$ cat src/rtl/dfilt_pkg.sv
package dfilt_pkg;

    localparam logic [1:0] TT_SMALL = 2'b00;
    localparam logic [1:0] TT_LARGE = 2'b01;

    typedef enum logic [1:0] {
        IDSZ_NARROW,
        IDSZ_WIDE,
        IDSZ_ILLEGAL
    } id_size_e;

    typedef enum logic [1:0] {
        PHY_DISCARD,
        PHY_SERVICE,
        PHY_HANDOFF
    } phy_fate_e;

    typedef enum logic [1:0] {
        LOG_DISCARD,
        LOG_LOCAL,
        LOG_ONWARD
    } log_fate_e;

    typedef struct packed {
        logic service;
        logic local_hit;
        logic onward;
        logic discard;
    } verdict_t;

endpackage

$ cat src/rtl/dfilt_id_sel.sv
module dfilt_id_sel
    import dfilt_pkg::*;
#(
    parameter int WIDE_W   = 16,
    parameter int NARROW_W = 8
) (
    input  logic [1:0]          tt,
    input  logic [WIDE_W-1:0]   dest_raw,
    input  logic [WIDE_W-1:0]   base_w,
    input  logic [WIDE_W-1:0]   dev_w,
    input  logic [WIDE_W-1:0]   mcast_w,
    input  logic [WIDE_W-1:0]   lo_w,
    input  logic [WIDE_W-1:0]   hi_w,
    input  logic [NARROW_W-1:0] base_n,
    input  logic [NARROW_W-1:0] dev_n,
    input  logic [NARROW_W-1:0] mcast_n,
    input  logic [NARROW_W-1:0] lo_n,
    input  logic [NARROW_W-1:0] hi_n,
    output id_size_e            size,
    output logic [WIDE_W-1:0]   dest_sel,
    output logic [WIDE_W-1:0]   base_sel,
    output logic [WIDE_W-1:0]   dev_sel,
    output logic [WIDE_W-1:0]   mcast_sel,
    output logic [WIDE_W-1:0]   lo_sel,
    output logic [WIDE_W-1:0]   hi_sel
);

    localparam int PAD_W = WIDE_W - NARROW_W;

    function automatic logic [WIDE_W-1:0] widen(input logic [NARROW_W-1:0] v);
        return {{PAD_W{1'b0}}, v};
    endfunction

    always_comb begin
        case (tt)
            TT_SMALL: size = IDSZ_NARROW;
            TT_LARGE: size = IDSZ_WIDE;
            default:  size = IDSZ_ILLEGAL;
        endcase
    end

    always_comb begin
        if (size == IDSZ_NARROW) begin
            dest_sel  = widen(dest_raw[NARROW_W-1:0]);
            base_sel  = widen(base_n);
            dev_sel   = widen(dev_n);
            mcast_sel = widen(mcast_n);
            lo_sel    = widen(lo_n);
            hi_sel    = widen(hi_n);
        end else begin
            dest_sel  = dest_raw;
            base_sel  = base_w;
            dev_sel   = dev_w;
            mcast_sel = mcast_w;
            lo_sel    = lo_w;
            hi_sel    = hi_w;
        end
    end

endmodule

$ cat src/rtl/dfilt_phys_stage.sv
module dfilt_phys_stage
    import dfilt_pkg::*;
#(
    parameter int WIDE_W = 16
) (
    input  id_size_e          size,
    input  logic              maint,
    input  logic              pass_all,
    input  logic [WIDE_W-1:0] dest,
    input  logic [WIDE_W-1:0] base,
    output phy_fate_e         fate
);

    logic base_hit;

    assign base_hit = (dest == base);

    always_comb begin
        if (size == IDSZ_ILLEGAL) begin
            fate = PHY_DISCARD;
        end else if (maint) begin
            fate = base_hit ? PHY_SERVICE : PHY_DISCARD;
        end else if (pass_all || base_hit) begin
            fate = PHY_HANDOFF;
        end else begin
            fate = PHY_DISCARD;
        end
    end

endmodule

$ cat src/rtl/dfilt_logic_stage.sv
module dfilt_logic_stage
    import dfilt_pkg::*;
#(
    parameter int WIDE_W = 16
) (
    input  logic [WIDE_W-1:0] dest,
    input  logic [WIDE_W-1:0] dev,
    input  logic [WIDE_W-1:0] mcast,
    input  logic [WIDE_W-1:0] lo,
    input  logic [WIDE_W-1:0] hi,
    output log_fate_e         fate
);

    logic own_hit;
    logic in_window;

    assign own_hit   = (dest == dev) || (dest == mcast);
    assign in_window = (dest >= lo) && (dest <= hi);

    always_comb begin
        if (own_hit) begin
            fate = LOG_LOCAL;
        end else if (in_window) begin
            fate = LOG_ONWARD;
        end else begin
            fate = LOG_DISCARD;
        end
    end

endmodule

$ cat src/rtl/hdr_dest_filter.sv
module hdr_dest_filter
    import dfilt_pkg::*;
#(
    parameter int WIDE_W   = 16,
    parameter int NARROW_W = 8
) (
    input  logic                clk,
    input  logic                rst_n,
    input  logic                hdr_valid,
    input  logic [1:0]          hdr_tt,
    input  logic [WIDE_W-1:0]   hdr_dest,
    input  logic                hdr_maint,
    input  logic                cfg_pass_all,
    input  logic [WIDE_W-1:0]   cfg_base_wide,
    input  logic [WIDE_W-1:0]   cfg_dev_wide,
    input  logic [WIDE_W-1:0]   cfg_mcast_wide,
    input  logic [WIDE_W-1:0]   cfg_fwd_lo_wide,
    input  logic [WIDE_W-1:0]   cfg_fwd_hi_wide,
    input  logic [NARROW_W-1:0] cfg_base_narrow,
    input  logic [NARROW_W-1:0] cfg_dev_narrow,
    input  logic [NARROW_W-1:0] cfg_mcast_narrow,
    input  logic [NARROW_W-1:0] cfg_fwd_lo_narrow,
    input  logic [NARROW_W-1:0] cfg_fwd_hi_narrow,
    output logic                maint_service,
    output logic                accept,
    output logic                forward,
    output logic                drop
);

    id_size_e          size;
    logic [WIDE_W-1:0] dest_sel, base_sel, dev_sel, mcast_sel, lo_sel, hi_sel;
    phy_fate_e         phy_fate;
    log_fate_e         log_fate;
    verdict_t          verdict_d, verdict_q;

    dfilt_id_sel #(
        .WIDE_W   (WIDE_W),
        .NARROW_W (NARROW_W)
    ) i_id_sel (
        .tt        (hdr_tt),
        .dest_raw  (hdr_dest),
        .base_w    (cfg_base_wide),
        .dev_w     (cfg_dev_wide),
        .mcast_w   (cfg_mcast_wide),
        .lo_w      (cfg_fwd_lo_wide),
        .hi_w      (cfg_fwd_hi_wide),
        .base_n    (cfg_base_narrow),
        .dev_n     (cfg_dev_narrow),
        .mcast_n   (cfg_mcast_narrow),
        .lo_n      (cfg_fwd_lo_narrow),
        .hi_n      (cfg_fwd_hi_narrow),
        .size      (size),
        .dest_sel  (dest_sel),
        .base_sel  (base_sel),
        .dev_sel   (dev_sel),
        .mcast_sel (mcast_sel),
        .lo_sel    (lo_sel),
        .hi_sel    (hi_sel)
    );

    dfilt_phys_stage #(
        .WIDE_W (WIDE_W)
    ) i_phys (
        .size     (size),
        .maint    (hdr_maint),
        .pass_all (cfg_pass_all),
        .dest     (dest_sel),
        .base     (base_sel),
        .fate     (phy_fate)
    );

    dfilt_logic_stage #(
        .WIDE_W (WIDE_W)
    ) i_logic (
        .dest  (dest_sel),
        .dev   (dev_sel),
        .mcast (mcast_sel),
        .lo    (lo_sel),
        .hi    (hi_sel),
        .fate  (log_fate)
    );

    always_comb begin
        verdict_d = '0;
        if (hdr_valid) begin
            case (phy_fate)
                PHY_SERVICE: verdict_d.service = 1'b1;
                PHY_HANDOFF: begin
                    case (log_fate)
                        LOG_LOCAL:  verdict_d.local_hit = 1'b1;
                        LOG_ONWARD: verdict_d.onward    = 1'b1;
                        default:    verdict_d.discard   = 1'b1;
                    endcase
                end
                default: verdict_d.discard = 1'b1;
            endcase
        end
    end

    always_ff @(posedge clk or negedge rst_n) begin
        if (!rst_n) begin
            verdict_q <= '0;
        end else begin
            verdict_q <= verdict_d;
        end
    end

    assign maint_service = verdict_q.service;
    assign accept        = verdict_q.local_hit;
    assign forward       = verdict_q.onward;
    assign drop          = verdict_q.discard;


    out_onehot_chk: assert property (@(posedge clk) disable iff (!rst_n)
        $onehot0({maint_service, accept, forward, drop}));


    pulse_after_valid_chk: assert property (@(posedge clk) disable iff (!rst_n)
        hdr_valid |=> $countones({maint_service, accept, forward, drop}) == 1);


    quiet_when_idle_chk: assert property (@(posedge clk) disable iff (!rst_n)
        !hdr_valid |=> !(maint_service || accept || forward || drop));


    service_needs_maint_chk: assert property (@(posedge clk) disable iff (!rst_n)
        maint_service |-> $past(hdr_maint));


    logic_path_nonmaint_chk: assert property (@(posedge clk) disable iff (!rst_n)
        (accept || forward) |-> !$past(hdr_maint));


    strict_mode_drop_chk: assert property (@(posedge clk) disable iff (!rst_n)
        (hdr_valid && !cfg_pass_all && !hdr_maint && hdr_tt == TT_LARGE
         && hdr_dest != cfg_base_wide) |=> drop);


    bad_tt_drop_chk: assert property (@(posedge clk) disable iff (!rst_n)
        (hdr_valid && hdr_tt[1]) |=> drop);

endmodule

$ cat config.mk
export PLATFORM = sky130hd
export DESIGN_NAME = hdr_dest_filter
export DESIGN_NICKNAME = d
export VERILOG_FILES = /design/src/rtl/dfilt_pkg.sv /design/src/rtl/dfilt_id_sel.sv /design/src/rtl/dfilt_phys_stage.sv /design/src/rtl/dfilt_logic_stage.sv /design/src/rtl/hdr_dest_filter.sv
export SDC_FILE = /design/constraint.sdc
export NUM_CORES = 1
export LEC_CHECK = 0
export ABC_AREA = 1
export ABC_CLOCK_PERIOD_IN_PS = 800
export BUFFER_PORTS_ARGS = -buffer_cell sky130_fd_sc_hd__clkbuf_2
export CAP_MARGIN = 10
export CORE_AREA = 2 2 78 80
export DETAILED_ROUTE_END_ITERATION = 6
export DIE_AREA = 0 0 80 82
export GPL_TIMING_DRIVEN = 0
export HOLD_SLACK_MARGIN = 0.12
export PLACE_DENSITY = 0.83
export RECOVER_POWER = 100
export SETUP_SLACK_MARGIN = 0.5
export SLEW_MARGIN = 20
export SYNTH_ARGS = -nofsm -noshare
export SYNTH_HDL_FRONTEND = slang
export SYNTH_SLANG_ARGS = --single-unit
$ cat constraint.sdc
create_clock -name clk -period 0.8 [get_ports clk]
set_input_delay 0.24 -clock clk [delete_from_list [all_inputs] [get_ports clk]]
set_output_delay 0.24 -clock clk [all_outputs]
set_load 0.01 [all_outputs]
# [Yosys cells after proc, flatten, opt, wreduce, memory -nomap -nowiden]
# Index checks and enable logic that the tools add are counted.
[totals] regBits=4 out_inout_bits=4 wordCells=41
[classes] n_lt_le_gt_ge=2 eq_ne=9 n_mux=20 n_reduce_logical=6
[ops] cell="$mux 16" count=6
[ops] cell="$eq 16x16->1" count=3
[ops] cell="$ge 16x16->1" count=1
[ops] cell="$le 16x16->1" count=1
[ops] cell="$mux 2" count=6
[ops] cell="$eq 2x1->1 const B" count=3
[ops] cell="$eq 2x2->1 const B" count=3
[ops] cell="$mux 1" count=5
[ops] cell="$logic_not 2->1" count=2
[ops] cell="$mux 4" count=1
[ops] cell="$pmux 2 s2" count=1
[ops] cell="$logic_or 1x1->1" count=2
[ops] cell="$pmux 1 s2" count=1
[ops] cell="$reduce_or 2->1" count=1
[ops] cell="$logic_and 1x1->1" count=1

# [Depth between registers and ports, before layout]
# Gate-level depths: netlist of the first run.
[depth] depth_word=13 ltp_mapped=22

# [By module]
# A second synthesis of the first run with hierarchy kept.
[unflattened] hier_cells=570 hier_area_um2=2852.7
[modules_own_cells] module="dfilt_logic_stage" n_inst=1 cells_per_inst=206 area_per_inst_um2=1255.0 seq_area_each_um2=0.0
[modules_own_cells] module="dfilt_id_sel" n_inst=1 cells_per_inst=245 area_per_inst_um2=1038.5 seq_area_each_um2=0.0
[modules_own_cells] module="dfilt_phys_stage" n_inst=1 cells_per_inst=98 area_per_inst_um2=372.9 seq_area_each_um2=0.0
[modules_own_cells] module="hdr_dest_filter" n_inst=1 cells_per_inst=21 area_per_inst_um2=186.4 seq_area_each_um2=100.1

# [Worst setup path after synthesis of the first run]
# OpenSTA, ideal clock, no wires.
[synth_timing] path_type="input to register" startpoint="input port hdr_tt[0]" endpoint="register verdict_q (netlist bit drop)" setup_ps=73 arrival_ps=2154 path_slack_ps=-1427 path_stages=18 path_buffers=3 cell_sequence="inv_1 nand2_4 buf_2 buf_2 buf_1 nand2_1 ha_1 nand2_1 inv_1 o21bai_1 nand2_1 a21oi_1 nand3_1 nand2_1 inv_1 nor2_1 nand2_1 a21oi_2"
[synth_rtl] element="start, declared" line_no="hdr_dest_filter.sv:10" source="input logic [1:0] hdr_tt,"
[synth_rtl] element="end signal, assigned" line_no="hdr_dest_filter.sv:104" source="verdict_q <= verdict_d;"
[synth_rtl] element="end, declared" line_no="hdr_dest_filter.sv:34" source="verdict_t verdict_d, verdict_q;"

==> flow_summary.toml, run 1 <==
[status]
outcome = "complete, but fails checks"
violations = "negative hold slack, negative setup slack"

[timing]
hold_viol = 4
tightest_slew_ns = 0.233
period_share_pct = 266
worst_slack_ns = -1.33
rsz0062_at_grt = "yes"
slew_viol_final = 0
relSlewSlack_pct = 84.3
min_period_ns = 2.13
max_clock_freq_ghz = 0.470
holdWs_ns = -0.177
setup_viol = 8

[layout]
regArea_um2 = 100
stdcell_count = 717
layout_common_cells = "nand2_1 (192), clkbuf_2 (143), inv_1 (71)"
layout-drive-gt1-share_pct = 34.9
design_area_um2 = 3820
multi_input_area_um2 = 2170
final_common_cell = "nand2_1"
area_growth_pct = 53.4
n_antenna_cell = 0
fillCellCount = 495
nets = 819

[synthesis]
synth_nets = 646
synth_top_family_by_area = "simple AND/OR/NAND/NOR gates"
synth_warnings = 0
synth-main-ff-cell = "dfrtp_1"
syn_avg_cell_area_um2 = 5.29
synth_area_leaders = "nand2_1 (31%), ha_1 (16%), inv_1 (11%), nand3_1 (8.0%), xnor2_1 (6.0%)"
ys_seq_area_share_pct = 4.02
yosys_register_bits = 4
synth-compound-area-share_pct = 5.87
syn_inst = 471
yosys.area_share.adder_pct = 16.1
synthSimpleGateAreaFrac_pct = 47.5
synth_largest_area_cell = "nand2_1"
synthMuxAreaShare_pct = 5.62
ys_async_sr_fraction_pct = 100
yosysTopAreaCellShare_pct = 31.0
synth-xor-area-share_pct = 6.68
synth_edf_count = 0
netlist_area_um2 = 2490
synth_cell_type_count = 31

[clock_tree]
clk_path_buf_depth = 2
numCtsBuffers = 3
tritoncts = "done"
clkSinkCount = 4
clk_pin_slew_ns = 0.04
cts-htree-levels = 1
root_buffer = "clkbuf_8"

[worst_setup_path]
crit_top_cell = "nand2_1"
worstPathMaxFanout = 10
worstSetupPathType = "in -> reg"
crit_buf_inv = 6
worstPathArrival_ns = 2.25
cp_slowest_cell = "ha_1"
end_kind = "flip-flop"
start_kind = "input port"
path_cells = "clkbuf_8 -> inv_1 -> nand2_4 -> buf_8 -> buf_6 -> buf_6 -> nand2_1 -> ha_1 -> nand2_1 -> nor3_2 -> nand3_1 -> nand3_2 -> nand2_2 -> inv_2 -> nand2_1 -> nor3_2"
slowest_delay_ns = 0.30
path_delay_family = "simple AND/OR/NAND/NOR gates"
cp.required_ns = 0.92

[detailed_routing]
route.vias.total = 3577
drc = 0
firstDrtPassIters = 6
wl_per_cell_um = 12.7
finalWirelength_um = 9080
ant_nets = 0
drt-initial-drc-count = 147
viasPerCell = 4.99

[place]
placed_area_um2 = 3350
post-dp-hpwl_um = 6790
routabilityCongestion = 0.854
post-place-cells = 692
io_buffers = 146

[power_and_ir_drop]
leakagePower_nw = 2.46
ir_drop_v = 0.000476
p_per_area_nw_per_um2 = 702

[floorplanning]
fp.coreArea_um2 = 5750
floorplan.initialDensity_pct = 43.4
die_area_um2 = 6560
fp-row-count = 28
ios = 147
die-width_um = 80
die_h_um = 82

[global_route]
grt_pass1_wl_um = 13300
antenna_found_initial = 0
grt_max_degree = 11
grt-ovfl-total = 0
first_global_vias = 3291
grt_use_total_pct = 24.9

[job]
drv_cap = 0

[min_path]
hold_path_class = "in -> async"
==> what timing repair did <==
item,4_1_cts,5_1_grt
endpoints found under the hold margin,4,4
setup endpoints to repair,8,8
gates cloned,1,1
gates resized for setup,29,31
pin swaps,21,26
setup buffers,13,7
==> power breakdown <==
group	switching (W)	leakage (nW)	total, W	internal [W]
sequential	0.000000948	0.0538	0.000209	0.000208
clock	0.000131	0.0216	0.000454	0.000323
combinational	0.00106	2.39	0.00202	0.000964
total	0.00119	2.46	0.00268	0.00150
==> synth_stat cells, types with 2 or more instances <==
master and number:
o21ai_0 5, ha_1 32, mux2i_1 14, nand4_1 4
or2_2 3, nand3_1 40, buf_2 5, nand2_1 206
nor2_2 2, nor3_1 2, a21o_1 2, xor2_1 2
dfrtp_1 4, nor2_1 31, inv_2 2, buf_6 2
inv_1 72, a21oi_1 14, xnor2_1 17
==> per-stage QoR <==
step | utilization [%] | hold slack (ns) | setup TNS [ns] | worst slack (ns) | power (W)
5_1_grt | 66.5 | -0.158 | -6.02 | -1.52 | 0.00294
3_5_place_dp | 58.4 | 0.0465 | -5.04 | -1.72 | 0.00191
2_1_floorplan | - | -0.0556 | -3.13 | -1.19 | 0.00126
3_3_place_gp | 58.4 | 0.0454 | -4.81 | -1.63 | 0.00185
4_1_cts | 63.2 | -0.186 | -5.12 | -1.27 | 0.00250
6_report | 66.5 | -0.177 | -5.59 | -1.33 | 0.00268
==> cell families after synthesis <==
group | after synthesis
AO/OA/AOI/OAI | 26
flip-flops | 4
buffers and inverters | 85
multiplexers | 14
AND/OR/NAND/NOR | 291
XOR/XNOR | 19
adder cells (fa/ha/maj) | 32
==> routing by layer <==
layer	vias to the layer above	share of wire, %	global-route usage, %
li1	1804	-	-
met1	1565	39	27.6
met2	178	51	48.9
met3	30	7.1	1.87
met4	0	3.0	9.32
met5	-	0	0
==> worst max-delay path by stage <==
stage | start | end | depth (start not counted)
after floorplan | hdr_tt[1] | drop | 17
after global placement | hdr_tt[1] | drop | 18
after detailed placement | hdr_tt[1] | forward | 15
after CTS | hdr_tt[0] | drop | 18
after global routing | hdr_tt[1] | drop | 21
final | hdr_tt[0] | forward | 16
==> sequential cells by signal, summed over array words and instances, names as in the netlist <==
signal	flops
accept	1
drop	1
forward	1
maint_service	1
==> cell type report <==
class                           count  area share [%]
Sequential cell                     4            2.62
Clock buffer                        3            1.08
Buffer                             11            4.06
Timing Repair Buffer              168            25.8
Inverter                           74            7.27
Multi-Input combinational cell    382            56.7
Tap cell                           75            2.45
No activity file was read; power rests on OpenSTA's default activity.
==> run 2: changes to the inputs <==
SETUP_SLACK_MARGIN = default   (was 0.5)
==> run 2 against run 1 <==
- the run ends with negative setup slack left
- sequential share of layout area hardly changed
- power rose by 0.72%
- sequential cell count unchanged
- clock power is 1% higher
- design area up 0.23%
- count of clock-buffer cells in the layout unchanged
- die area is the same
- sequential power is essentially flat
- setup slack worse by 0.0056 ns
- critical path depth increased by 3
- cell count is 0.14% lower
- highest routed layer unchanged
==> flow_summary.toml, run 2 (synthesis gave the netlist of run 1 again) <==
[layout]
layout-drive-gt1-share_pct = 34.9
regArea_um2 = 100
design_area_um2 = 3830
stdcell_count = 716
final_common_cell = "nand2_1"
n_antenna_cell = 0
multi_input_area_um2 = 2170
fillCellCount = 506
nets = 818
layout_common_cells = "nand2_1 (193), clkbuf_2 (143), inv_1 (71)"
fin_util_pct = 66.7
area_growth_pct = 53.7

[global_route]
grt-ovfl-total = 0
grt_use_total_pct = 24.4
first_global_vias = 3230
grt_max_degree = 11
antenna_found_initial = 0
grt_pass1_wl_um = 13100

[floorplanning]
fp-row-count = 28
die_area_um2 = 6560
ios = 147
floorplan.initialDensity_pct = 43.4
die-width_um = 80
die_h_um = 82
fp.coreArea_um2 = 5750

[power_and_ir_drop]
p_per_area_nw_per_um2 = 706
p_seq_share_pct = 7.7
leakagePower_nw = 2.42
clkPwrFrac_pct = 17.0
p_int_w = 0.00152
swShare_pct = 43.7
comb_power_share_pct = 75.3
power.switching_w = 0.00118
ir_drop_v = 0.000620

[worst_setup_path]
end_kind = "flip-flop"
start_kind = "input port"
slowest_delay_ns = 0.27
crit_top_cell = "nand2_1"
cp_slowest_cell = "ha_1"
path_cells = "buf_8 -> nor2_4 -> buf_6 -> buf_12 -> buf_12 -> buf_8 -> mux2i_1 -> ha_1 -> a21oi_1 -> nand2_1 -> nand2_1 -> nand2_1 -> nand2_1 -> nand3_2 -> nand2_2 -> inv_2 -> nor2_2 -> nand2_1 -> a21oi_2"
worstPathMaxFanout = 5
cp.required_ns = 0.96
worstPathArrival_ns = 2.29
worstSetupPathType = "in -> reg"

[timing]
rsz0062_at_grt = "yes"
holdWs_ns = 0.283
setup_viol = 8
worst_slack_ns = -1.33
hold_viol = 0
slew_viol_final = 0
period_share_pct = 267
min_period_ns = 2.13
tightest_slew_ns = 0.249
relSlewSlack_pct = 83.3
max_clock_freq_ghz = 0.469

[clock_tree]
clkSinkCount = 4
root_buffer = "clkbuf_8"
clk_path_buf_depth = 2
tritoncts = "done"
numCtsBuffers = 3
cts-htree-levels = 1
clk_pin_slew_ns = 0.04

[detailed_routing]
drc = 0
route.vias.total = 3500
finalWirelength_um = 8700
wl_per_cell_um = 12.2
viasPerCell = 4.89
firstDrtPassIters = 4
ant_nets = 0
drt-initial-drc-count = 116

[status]
violations = "negative setup slack"
outcome = "complete, but fails checks"

[place]
routabilityCongestion = 0.854
post-place-cells = 692
post-dp-hpwl_um = 6790
placed_area_um2 = 3350
preCtsSetupSlack_ns = -1.72
io_buffers = 146

[min_path]
hold_path_class = "in -> reg"

[job]
drv_cap = 0
==> run 2: worst paths after layout <==
path / start / endpoint / slack [ns] / depth (start not counted)
min in group asynchronous: rst_n / accept / 0.37 / 2
worst min-delay path: hdr_valid / drop / 0.28 / 3
max in group asynchronous: rst_n / forward / 0.25 / 2
worst max-delay path: hdr_tt[1] / drop / -1.33 / 19
==> run 2: metal layers <==
layer  vias up  GRT usage [%]  wire length, um
met4         0           9.66              212
met2       148           47.3             4430
met5         -              0                0
met3        22           2.09              582
li1       1799              -                -
met1      1531           27.3             3470
==> run 2: layout make-up <==
| cell class | instances | share of cell area [%] |
|---|---|---|
| Clock buffer | 3 | 1.08 |
| Buffer | 11 | 4.15 |
| Tap cell | 75 | 2.45 |
| Inverter | 74 | 7.25 |
| Multi-Input combinational cell | 382 | 56.7 |
| Sequential cell | 4 | 2.61 |
| Timing Repair Buffer | 167 | 25.8 |
==> run 2: power groups by stage <==
stage          Clock (W)  Sequential (W)  Combinational [W]
2_1_floorplan          0        0.000214            0.00105
3_3_place_gp           0        0.000211            0.00164
3_5_place_dp           0        0.000211            0.00170
4_1_cts         0.000438        0.000209            0.00184
5_1_grt         0.000471        0.000209            0.00228
6_report        0.000459        0.000209            0.00204
==> run 2: critical path: cells and delay by family <==
| family | cells | cell delay, ns |
|---|---|---|
| simple gates | 9 | 0.68 |
| buf+inv | 6 | 0.61 |
| compound gates | 2 | 0.29 |
| fa+ha+maj | 1 | 0.27 |
| mux | 1 | 0.20 |
==> run 2: what timing repair did <==
item,in CTS,in global routing
hold buffers,1,0
resized for setup,31,25
setup buffers,13,10
pin swaps,20,31
endpoints found under the hold margin,4,0
gates cloned,1,2
setup endpoints to repair,8,8
==> run 2: metrics by stage <==
| stage | power [W] | TNS, ns |
|---|---|---|
| floorplan | 0.00126 | -3.13 |
| global placement | 0.00185 | -4.81 |
| detailed placement | 0.00191 | -5.04 |
| CTS | 0.00249 | -4.32 |
| global route | 0.00296 | -5.11 |
| finish | 0.00270 | -4.55 |
==> run 3: changes to the inputs <==
CORE_AREA = 2 2 82 84   (was 2 2 78 80)
DIE_AREA = 0 0 84 86   (was 0 0 80 82)
PLACE_DENSITY = 0.77   (was 0.83)
SKIP_LAST_GASP = 1   (was default)
==> run 3 against run 2 <==
- maximum frequency rose by 5.3%
- die area rose by 10%
- critical path type unchanged
- sequential cell count did not move
- largest power group unchanged
- via count fell by 4.0%
- power fell by 5.5%
- design area fell by 2.5%
- largest cell class unchanged
- cell count fell by 0.70%
- worst hold slack improved by 0.0039 ns
- critical path depth fell by 2
- the flow still finishes with violations (negative setup slack)
- combinational power fell by 5%
- critical endpoint is now forward
==> flow_summary.toml, run 3 (synthesis gave the netlist of run 1 again) <==
[layout]
final_common_cell = "nand2_1"
layout-drive-gt1-share_pct = 32.6
area_growth_pct = 49.8
nets = 811
layout_common_cells = "nand2_1 (199), clkbuf_2 (143), inv_1 (71)"
n_antenna_cell = 0
design_area_um2 = 3730

[place]
routabilityCongestion = 0.866
preCtsSetupSlack_ns = -1.65
placed_area_um2 = 3360
post-dp-hpwl_um = 6680
io_buffers = 146

[timing]
rsz0062_at_grt = "yes"
max_clock_freq_ghz = 0.494
relSlewSlack_pct = 85.2
slew_viol_final = 0
setup_viol = 8
setup_tns_ns = -4.22
period_share_pct = 253
holdWs_ns = 0.287
min_period_ns = 2.03
worst_slack_ns = -1.23
hold_viol = 0
tightest_slew_ns = 0.220

[floorplanning]
die_area_um2 = 7220
floorplan.initialDensity_pct = 39.7
die-width_um = 84
die_h_um = 86
ios = 147
fp.coreArea_um2 = 6280
fp-row-count = 29

[clock_tree]
clk_pin_slew_ns = 0.03
tritoncts = "done"
clkSinkCount = 4
root_buffer = "clkbuf_8"
cts-htree-levels = 1
numCtsBuffers = 3
clk_path_buf_depth = 2

[power_and_ir_drop]
leakagePower_nw = 2.38
p_int_w = 0.00147
power_w = 0.00255
clkPwrFrac_pct = 16.3
comb_power_share_pct = 75.6
ir_drop_v = 0.000451
power.switching_w = 0.00109
swShare_pct = 42.6
p_seq_share_pct = 8.2
p_per_area_nw_per_um2 = 684

[detailed_routing]
viasPerCell = 4.73
drt-initial-drc-count = 117
ant_nets = 0
wl_per_cell_um = 11.6
route.vias.total = 3360
firstDrtPassIters = 5
finalWirelength_um = 8270
drc = 0

[global_route]
grt-ovfl-total = 0
grt_pass1_wl_um = 13400
first_global_vias = 3149
grt_max_degree = 11
grt_use_total_pct = 22.1
antenna_found_initial = 0

[worst_setup_path]
worstPathArrival_ns = 2.15
start_kind = "input port"
critPathCapture = "forward"
cp.required_ns = 0.93
worstSetupPathType = "in -> reg"
end_kind = "flip-flop"
worstSetupStartpoint = "hdr_tt[0]"
worstPathMaxFanout = 6

[min_path]
hold_path_class = "in -> reg"

[job]
drv_cap = 0

[status]
violations = "negative setup slack"
outcome = "complete, but fails checks"
[run 3: cell count changes in the layout (fill, tap and decap cells not counted), moves of 3 or more]
cell | previous run | this run
buf_6 | 2 | 5
nand2_1 | 193 | 199
buf_4 | 14 | 9
buf_12 | 5 | 2
nand2_2 | 14 | 8
[run 3: timing repair]
action / in CTS / in global routing
gates cloned: 1 / 2
pin swaps: 10 / 14
hold buffers: 1 / 0
setup endpoints to repair: 8 / 8
endpoints found under the hold margin: 4 / 0
buffers inserted: 9 / 3
gates resized for setup: 21 / 25
[run 3: power groups by stage]
stage	logic (W)	registers [W]	clock network, W
3_5_place_dp	0.00169	0.000211	0
6_report	0.00193	0.000209	0.000415
4_1_cts	0.00183	0.000209	0.000414
3_3_place_gp	0.00164	0.000212	0
5_1_grt	0.00219	0.000209	0.000445
2_1_floorplan	0.00105	0.000214	0
[run 3: through the flow]
stage | instances | utilization, %
2_1_floorplan | 471 | -
3_3_place_gp | 694 | 53.5
3_5_place_dp | 694 | 53.5
4_1_cts | 708 | 57.2
5_1_grt | 711 | 59.5
6_report | 711 | 59.5
[run 3: worst min-delay path by stage]
| stage | to | cells after the start | slack, ns | start |
|---|---|---|---|---|
| floorplan | accept | 0 | -0.06 | rst_n |
| global placement | maint_service | 1 | 0.05 | rst_n |
| detailed placement | maint_service | 1 | 0.05 | rst_n |
| CTS | accept | 3 | 0.27 | hdr_valid |
| global route | forward | 3 | 0.30 | hdr_valid |
| finish | accept | 3 | 0.29 | hdr_valid |
[run 3: final cells by class]
class                      count  area [um2]
timing repair buffer         160         920
sequential                     4         100
buffer                        11         166
tap                           77        96.3
inverter                      74         278
fill                         598        2540
multi-input combinational    382        2130
clock buffer                   3        41.3
[run 3: per-layer routing]
layer	global-route usage, %	vias to the layer above	part of all wire [%]
li1	-	1787	-
met1	28.0	1442	42
met2	40.4	117	50
met3	2.21	14	5.4
met4	4.99	0	1.6
met5	0	-	0
[run 3: worst max-delay path, cell delays in order]
cell     delay, ns
buf_8         0.10
nor2_4        0.11
buf_6         0.11
buf_12        0.13
buf_12        0.13
mux2i_2       0.22
ha_1          0.27
a21o_1        0.19
a21oi_2       0.11
nand2_1       0.05
nand2_1       0.05
nand2_1       0.04
nand2_1       0.05
nand2_1       0.05
inv_1         0.06
nand2_1       0.06
nor3_2        0.18
